File: config.mk
export PLATFORM = sky130hd
export DESIGN_NAME = pgm_addr_unit
export DESIGN_NICKNAME = d
export VERILOG_FILES = /design/src/rtl/pgm_pkg.sv /design/src/rtl/pgm_addr_ctr.sv /design/src/rtl/pgm_space_decode.sv /design/src/rtl/pgm_cfg_store.sv /design/src/rtl/pgm_addr_unit.sv
export SDC_FILE = /design/constraint.sdc
export NUM_CORES = 1
export LEC_CHECK = 0
export ABC_AREA = 1
export BUFFER_PORTS_ARGS = -buffer_cell sky130_fd_sc_hd__buf_4
export CAP_MARGIN = 5
export CORE_MARGIN = 2
export CORE_UTILIZATION = 46
export CTS_CLUSTER_SIZE = 25
export DETAILED_ROUTE_END_ITERATION = 8
export PLACE_DENSITY_LB_ADDON = 0.1
export SETUP_SLACK_MARGIN = 0.4
export SYNTH_ARGS = -nofsm -noshare
export SYNTH_HDL_FRONTEND = slang
export SYNTH_HIERARCHICAL = 1
export SYNTH_SLANG_ARGS = --single-unit
File: constraint.sdc
create_clock -name clk -period 2.7 [get_ports clk]
set_input_delay 0 -clock clk [delete_from_list [all_inputs] [get_ports clk]]
set_output_delay 0 -clock clk [all_outputs]
set_load 0.02 [all_outputs]
File: src/rtl/pgm_pkg.sv
package pgm_pkg;
  typedef enum logic [1:0] {
    SP_CFG  = 2'd0,
    SP_USER = 2'd1,
    SP_ID   = 2'd2,
    SP_FACT = 2'd3
  } space_e;

  localparam int OSC_LSB  = 0;
  localparam int OSC_W    = 3;
  localparam int WDT_BIT  = 3;
  localparam int RPIN_BIT = 5;
endpackage

File: src/rtl/pgm_addr_ctr.sv
module pgm_addr_ctr #(
  parameter int AW           = 12,
  parameter int USER_LAST    = 'h3FF,
  parameter int SPECIAL_LAST = 'h43F
) (
  input  logic          clk,
  input  logic          rst_n,
  input  logic          prog_mode,
  input  logic          enter_pulse,
  input  logic          incr,
  output logic [AW-1:0] pc_q
);
  localparam logic [AW-1:0] U_LAST = AW'(USER_LAST);
  localparam logic [AW-1:0] S_LAST = AW'(SPECIAL_LAST);
  localparam logic [AW-1:0] ONES   = '1;

  logic [AW-1:0] pc_nxt;

  // Next address: leaving the config word always lands on zero; each mode
  // has its own upper wrap point.
  always_comb begin
    if (pc_q == ONES)                          pc_nxt = '0;
    else if (!prog_mode && (pc_q >= U_LAST))   pc_nxt = '0;
    else if (pc_q >= S_LAST)                   pc_nxt = '0;
    else                                       pc_nxt = pc_q + 1'b1;
  end

  always_ff @(posedge clk) begin
    if (!rst_n)           pc_q <= ONES;
    else if (enter_pulse) pc_q <= ONES;
    else if (incr)        pc_q <= pc_nxt;
  end


  assert_entry_cfg_R1: assert property (@(posedge clk) disable iff (!rst_n)
    enter_pulse |=> (pc_q == ONES));

  assert_cfg_to_zero_R2: assert property (@(posedge clk) disable iff (!rst_n)
    (incr && !enter_pulse && pc_q == ONES) |=> (pc_q == '0));

  assert_normal_wrap_R4: assert property (@(posedge clk) disable iff (!rst_n)
    (incr && !enter_pulse && !prog_mode) |=> (pc_q <= U_LAST));

  assert_cfg_unreach_R5: assert property (@(posedge clk) disable iff (!rst_n)
    (incr && !enter_pulse) |=> (pc_q != ONES));
endmodule

File: src/rtl/pgm_space_decode.sv
module pgm_space_decode
  import pgm_pkg::*;
#(
  parameter int AW        = 12,
  parameter int USER_LAST = 'h3FF,
  parameter int OPEN_LAST = 'h03F,
  parameter int ID_BASE   = 'h400,
  parameter int ID_COUNT  = 4
) (
  input  logic [AW-1:0] pc,
  output space_e        space,
  output logic          guard_zone
);
  localparam logic [AW-1:0] U_LAST  = AW'(USER_LAST);
  localparam logic [AW-1:0] O_LAST  = AW'(OPEN_LAST);
  localparam logic [AW-1:0] ID_LAST = AW'(ID_BASE + ID_COUNT - 1);
  localparam logic [AW-1:0] ONES    = '1;

  always_comb begin
    if (pc == ONES)          space = SP_CFG;
    else if (pc <= U_LAST)   space = SP_USER;
    else if (pc <= ID_LAST)  space = SP_ID;
    else                     space = SP_FACT;
  end

  // Protectable window: above the always-open low block, below the top word.
  assign guard_zone = (pc > O_LAST) && (pc < U_LAST);
endmodule

File: src/rtl/pgm_cfg_store.sv
module pgm_cfg_store #(
  parameter int              DW      = 12,
  parameter logic [DW-1:0]   CP_MASK = 12'hFD0
) (
  input  logic          clk,
  input  logic          rst_n,
  input  logic          wr_en,
  input  logic [DW-1:0] wr_data,
  output logic [DW-1:0] cfg_q,
  output logic          protect_on
);
  always_ff @(posedge clk) begin
    if (!rst_n)     cfg_q <= '1;
    else if (wr_en) cfg_q <= wr_data;
  end

  assign protect_on = ((cfg_q & CP_MASK) == '0);


  assert_cfg_store_R6: assert property (@(posedge clk) disable iff (!rst_n)
    wr_en |=> (cfg_q == $past(wr_data)));
endmodule

File: src/rtl/pgm_addr_unit.sv
module pgm_addr_unit
  import pgm_pkg::*;
#(
  parameter int AW           = 12,
  parameter int DW           = 12,
  parameter int USER_LAST    = 'h3FF,
  parameter int OPEN_LAST    = 'h03F,
  parameter int ID_BASE      = 'h400,
  parameter int ID_COUNT     = 4,
  parameter int SPECIAL_LAST = 'h43F
) (
  input  logic          clk,
  input  logic          rst_n,
  input  logic          prog_mode,
  input  logic          enter_pulse,
  input  logic          incr,
  input  logic          rd_req,
  input  logic          wr_req,
  input  logic [DW-1:0] wr_data,
  input  logic [DW-1:0] mem_rdata,
  output logic [AW-1:0] addr,
  output logic [1:0]    space,
  output logic [DW-1:0] rd_mask,
  output logic          rd_valid,
  output logic [DW-1:0] rd_data,
  output logic          mem_we,
  output logic [DW-1:0] mem_wdata,
  output logic          protect_on,
  output logic [2:0]    cfg_osc,
  output logic          cfg_wdt_en,
  output logic          cfg_rstpin
);
  localparam logic [DW-1:0] CP_MASK = DW'(12'hFD0);

  logic [AW-1:0] pc;
  space_e        sp;
  logic          guard_zone;
  logic [DW-1:0] cfg_q;
  logic          wr_ok, cfg_we, blocked;
  logic [DW-1:0] rd_nxt;

  pgm_addr_ctr #(.AW(AW), .USER_LAST(USER_LAST), .SPECIAL_LAST(SPECIAL_LAST)) u_ctr (
    .clk(clk), .rst_n(rst_n), .prog_mode(prog_mode),
    .enter_pulse(enter_pulse), .incr(incr), .pc_q(pc));

  pgm_space_decode #(.AW(AW), .USER_LAST(USER_LAST), .OPEN_LAST(OPEN_LAST),
                     .ID_BASE(ID_BASE), .ID_COUNT(ID_COUNT)) u_dec (
    .pc(pc), .space(sp), .guard_zone(guard_zone));

  pgm_cfg_store #(.DW(DW), .CP_MASK(CP_MASK)) u_cfg (
    .clk(clk), .rst_n(rst_n), .wr_en(cfg_we), .wr_data(wr_data),
    .cfg_q(cfg_q), .protect_on(protect_on));

  assign blocked = protect_on && guard_zone && (sp == SP_USER);
  assign wr_ok   = wr_req && prog_mode;
  assign cfg_we  = wr_ok && (sp == SP_CFG);
  assign mem_we  = wr_ok && (((sp == SP_USER) && !blocked) || (sp == SP_ID));
  assign mem_wdata = wr_data;
  assign rd_mask   = blocked ? '0 : '1;

  always_comb begin
    unique case (sp)
      SP_CFG:  rd_nxt = cfg_q;
      SP_FACT: rd_nxt = '1;
      default: rd_nxt = mem_rdata & rd_mask;
    endcase
  end

  always_ff @(posedge clk) begin
    if (!rst_n) begin
      rd_valid <= 1'b0;
      rd_data  <= '0;
    end else begin
      rd_valid <= rd_req;
      if (rd_req) rd_data <= rd_nxt;
    end
  end

  assign addr       = pc;
  assign space      = sp;
  assign cfg_osc    = cfg_q[OSC_LSB +: OSC_W];
  assign cfg_wdt_en = cfg_q[WDT_BIT];
  assign cfg_rstpin = cfg_q[RPIN_BIT];


  assert_no_protected_write_R9: assert property (@(posedge clk) disable iff (!rst_n)
    mem_we |-> !(protect_on && guard_zone));

  assert_write_needs_mode_R11: assert property (@(posedge clk) disable iff (!rst_n)
    (mem_we || cfg_we) |-> prog_mode);

  assert_factory_ones_R10: assert property (@(posedge clk) disable iff (!rst_n)
    (rd_req && sp == SP_FACT) |=> (rd_data == '1));

  assert_read_latency_R12: assert property (@(posedge clk) disable iff (!rst_n)
    rd_req |=> rd_valid);
endmodule

==> results.py <==
metrics = {
    "final_layout": {
        "nets": 490,
        "register_area_um2": 751,
        "multi_input_area_um2": 1320,
        "n_antenna_cell": 0,
        "drive_gt1_share_pct": 28.8,
        "area_delta_synth_final_pct": 29.8,
        "n_fill_cell": 510,
    },
    "floorplan": {
        "initial_core_util_pct": 48.4,
        "die_w_um": 77.7,
        "die_h_um": 77.7,
        "dieArea_um2": 6040,
        "io_pins": 89,
        "fp-row-count": 26,
        "core_um2": 5170,
    },
    "sta": {
        "finalClockSkew_ns": 0.00396,
        "fmax_mhz": 464,
        "setup_viol": 0,
        "hold_viol": 0,
        "relSlewSlack_pct": 56.3,
        "fin_crit_sh_pct": 79.8,
        "finalWorstSetupSlack_ns": 0.546,
        "rsz0062_at_grt": "yes",
        "tns_ns": 0,
        "slew_viol_final": 0,
        "fin_crit_ns": 2.15,
        "tightest_slew_ns": 0.654,
    },
    "detailed_routing": {
        "viasPerCell": 4.80,
        "drt-pass1-iter-count": 4,
        "drcViolationCount": 0,
        "wl_per_cell_um": 11.8,
        "vias": 2519,
        "drtIter0Drc": 107,
        "wirelength_um": 6180,
        "ant_nets": 0,
    },
    "synthesis": {
        "yosysTopAreaCellShare_pct": 29.6,
        "synthTopCellsByArea": "dfxtp_1 (30%), nand2_1 (22%), buf_4 (7.8%), inv_1 (7.2%), nand3_1 (6.0%)",
        "synth_seq_cells": 37,
        "synth_seq_area_share_pct": 29.6,
        "synth_edf_count": 0,
        "synth_fa_ha_area_share_pct": 2.50,
        "ys_types": 32,
        "synth_area_um2": 2500,
        "synth_top_family_by_area": "simple AND/OR/NAND/NOR gates",
        "syn_avg_cell_area_um2": 6.56,
        "yosys.area_share.simple_pct": 39.9,
        "muxShareOfSynthArea_pct": 0,
        "yosysWarnings": 6,
        "synth_ff_type": "dfxtp_1",
        "ys_async_sr_fraction_pct": 0,
        "yosysTopAreaCell": "dfxtp_1",
        "syn_nets": 417,
        "synth_xor_area_share_pct": 2.10,
        "synthCells": 381,
        "synth_compound_area_share_pct": 7.40,
    },
    "placed_design": {
        "gp_congestion": 0.885,
        "port-buffer-count": 88,
        "dp_hpwl_um": 4500,
        "pre_cts_ws_ns": 0.178,
    },
    "critical_path": {
        "cp-end-kind": "output pin",
        "cp_max_fo": 24,
        "crit_path_start_kind": "flop",
        "required_ns": 2.70,
        "cp.arrival_ns": 2.15,
        "criticalPathCategory": "reg -> out",
    },
    "clocking": {
        "clockBufferDepth": 2,
        "htree_levels": 2,
        "cts-root-buf": "clkbuf_8",
        "clkTransAtPathRegs_ns": 0.07,
        "clk_latency_ns": 0.29,
        "cts_tree": "yes",
        "postCtsSetupBuffers": 0,
        "numCtsBuffers": 5,
        "clock-sinks": 37,
    },
    "outcome": {
        "outcome": "finished, final reports clean",
    },
    "global_route": {
        "grt_pass1_vias": 2450,
        "grt_max_degree": 27,
        "grt_pass1_wl_um": 10400,
        "grt-ovfl-total": 0,
        "antenna_found_initial": 0,
        "grt_usage_pct": 21.2,
    },
    "power": {
        "p_leak_nw": 1.81,
        "peakVddDrop_v": 0.000254,
        "power_density_nw_per_um2": 479,
    },
    "flow_run": {
        "maxCapViolCount": 0,
    },
    "hold_path": {
        "hold_class": "in -> reg",
    },
}
## Yosys cell counts (2+ instances only)
library cell  instances
nand2_1             148
inv_1                48
dfxtp_1              37
nand3_1              30
buf_4                26
nor2_1               24
o21ai_0               8
o21bai_2              7
xor2_1                6
buf_6                 5
ha_1                  5
a21oi_1               4
buf_2                 4
nand4_1               4
nand2_2               3
nand3_2               2
nand3_4               2
nand3b_1              2
nor2_2                2
nor2_4                2
## report_power, final
group,switching (mW),internal [mW]
combinational,0.291,0.210
clock,0.203,0.231
sequential,0.0354,0.585
## per-layer routing
| layer | vias to the layer above | GRT usage, % | part of all wire (%) |
|---|---|---|---|
| li1 | 1286 | - | - |
| met1 | 1148 | 22.4 | 39 |
| met2 | 70 | 39.4 | 52 |
| met3 | 15 | 4.77 | 6.1 |
| met4 | 0 | 9.64 | 2.5 |
| met5 | - | 0 | 0 |
## state kept, by name, summed over array words and instances, names as in the netlist
name and cells:
rd_data 12, u_ctr/pc_q 12, rd_valid 1, u_cfg/cfg_q 12
## cell usage in the layout (no fill, tap or decap), types with 7 or more instances in the layout
master         netlist  layout
nor2_1              24      23
inv_1               48      47
dfxtp_1             37      31
o21bai_2             7       7
dlygate4sd3_1        0      12
clkbuf_8             0       7
nand2_1            148     148
nand3_1             30      30
buf_4               26      89
o21ai_0              8       8
## cells by family after synthesis
| group | count (synthesis) |
|---|---|
| adders and majority gates | 5 |
| AOI/OAI and AO/OA | 24 |
| DFF | 37 |
| xor gates and xnor gates | 6 |
| buffers and inverters | 86 |
| and+or+nand+nor | 223 |
## timing repair
item,CTS,global route
gates resized for setup,3,10
setup endpoints to repair,36,36
hold buffers,12,0
endpoints found under the hold margin,12,0
gates cloned,0,1
## worst paths after layout
kind	from	end	slack (ns)	cells after the start
setup / recovery	u_ctr/pc_q[5]	rd_mask[3]	0.55	9
hold / removal	incr	u_ctr/pc_q[11]	0.03	2
setup reg to reg	u_ctr/pc_q[5]	rd_data[0]	0.66	12
hold reg to reg	u_cfg/cfg_q[6]	u_cfg/cfg_q[6]	0.49	2
## critical path, stage by stage, from the launching register on
cell     delay [ns]
dfxtp_1        0.48
nand2_1        0.08
nor2_1         0.19
nand3_1        0.10
nand2_1        0.08
inv_1          0.09
inv_1          0.12
ha_1           0.23
nand3_4        0.23
buf_4          0.25
## area by class of cell
cell class	instances	share of cell area [%]
Tap cell	70	2.70
Inverter	50	5.90
Timing Repair inverter	1	0.231
Clock buffer	7	2.97
Sequential cell	37	23.1
Clock inverter	1	0.154
Timing Repair Buffer	101	24.3
Multi-Input combinational cell	258	40.7
## per-stage QoR
stage	cell area, um2	util [%]	power, mW	hold WS, ns	cells
after floorplan	2500	-	0.962	0.0841	381
after global placement	2980	57.6	1.10	0.208	504
after detailed placement	2980	57.6	1.10	0.209	504
after CTS	3210	62.1	1.56	0.0306	524
after global routing	3250	62.8	1.66	0.0516	525
final	3250	62.8	1.56	0.0347	525
Power figures use the tool's default switching activity.
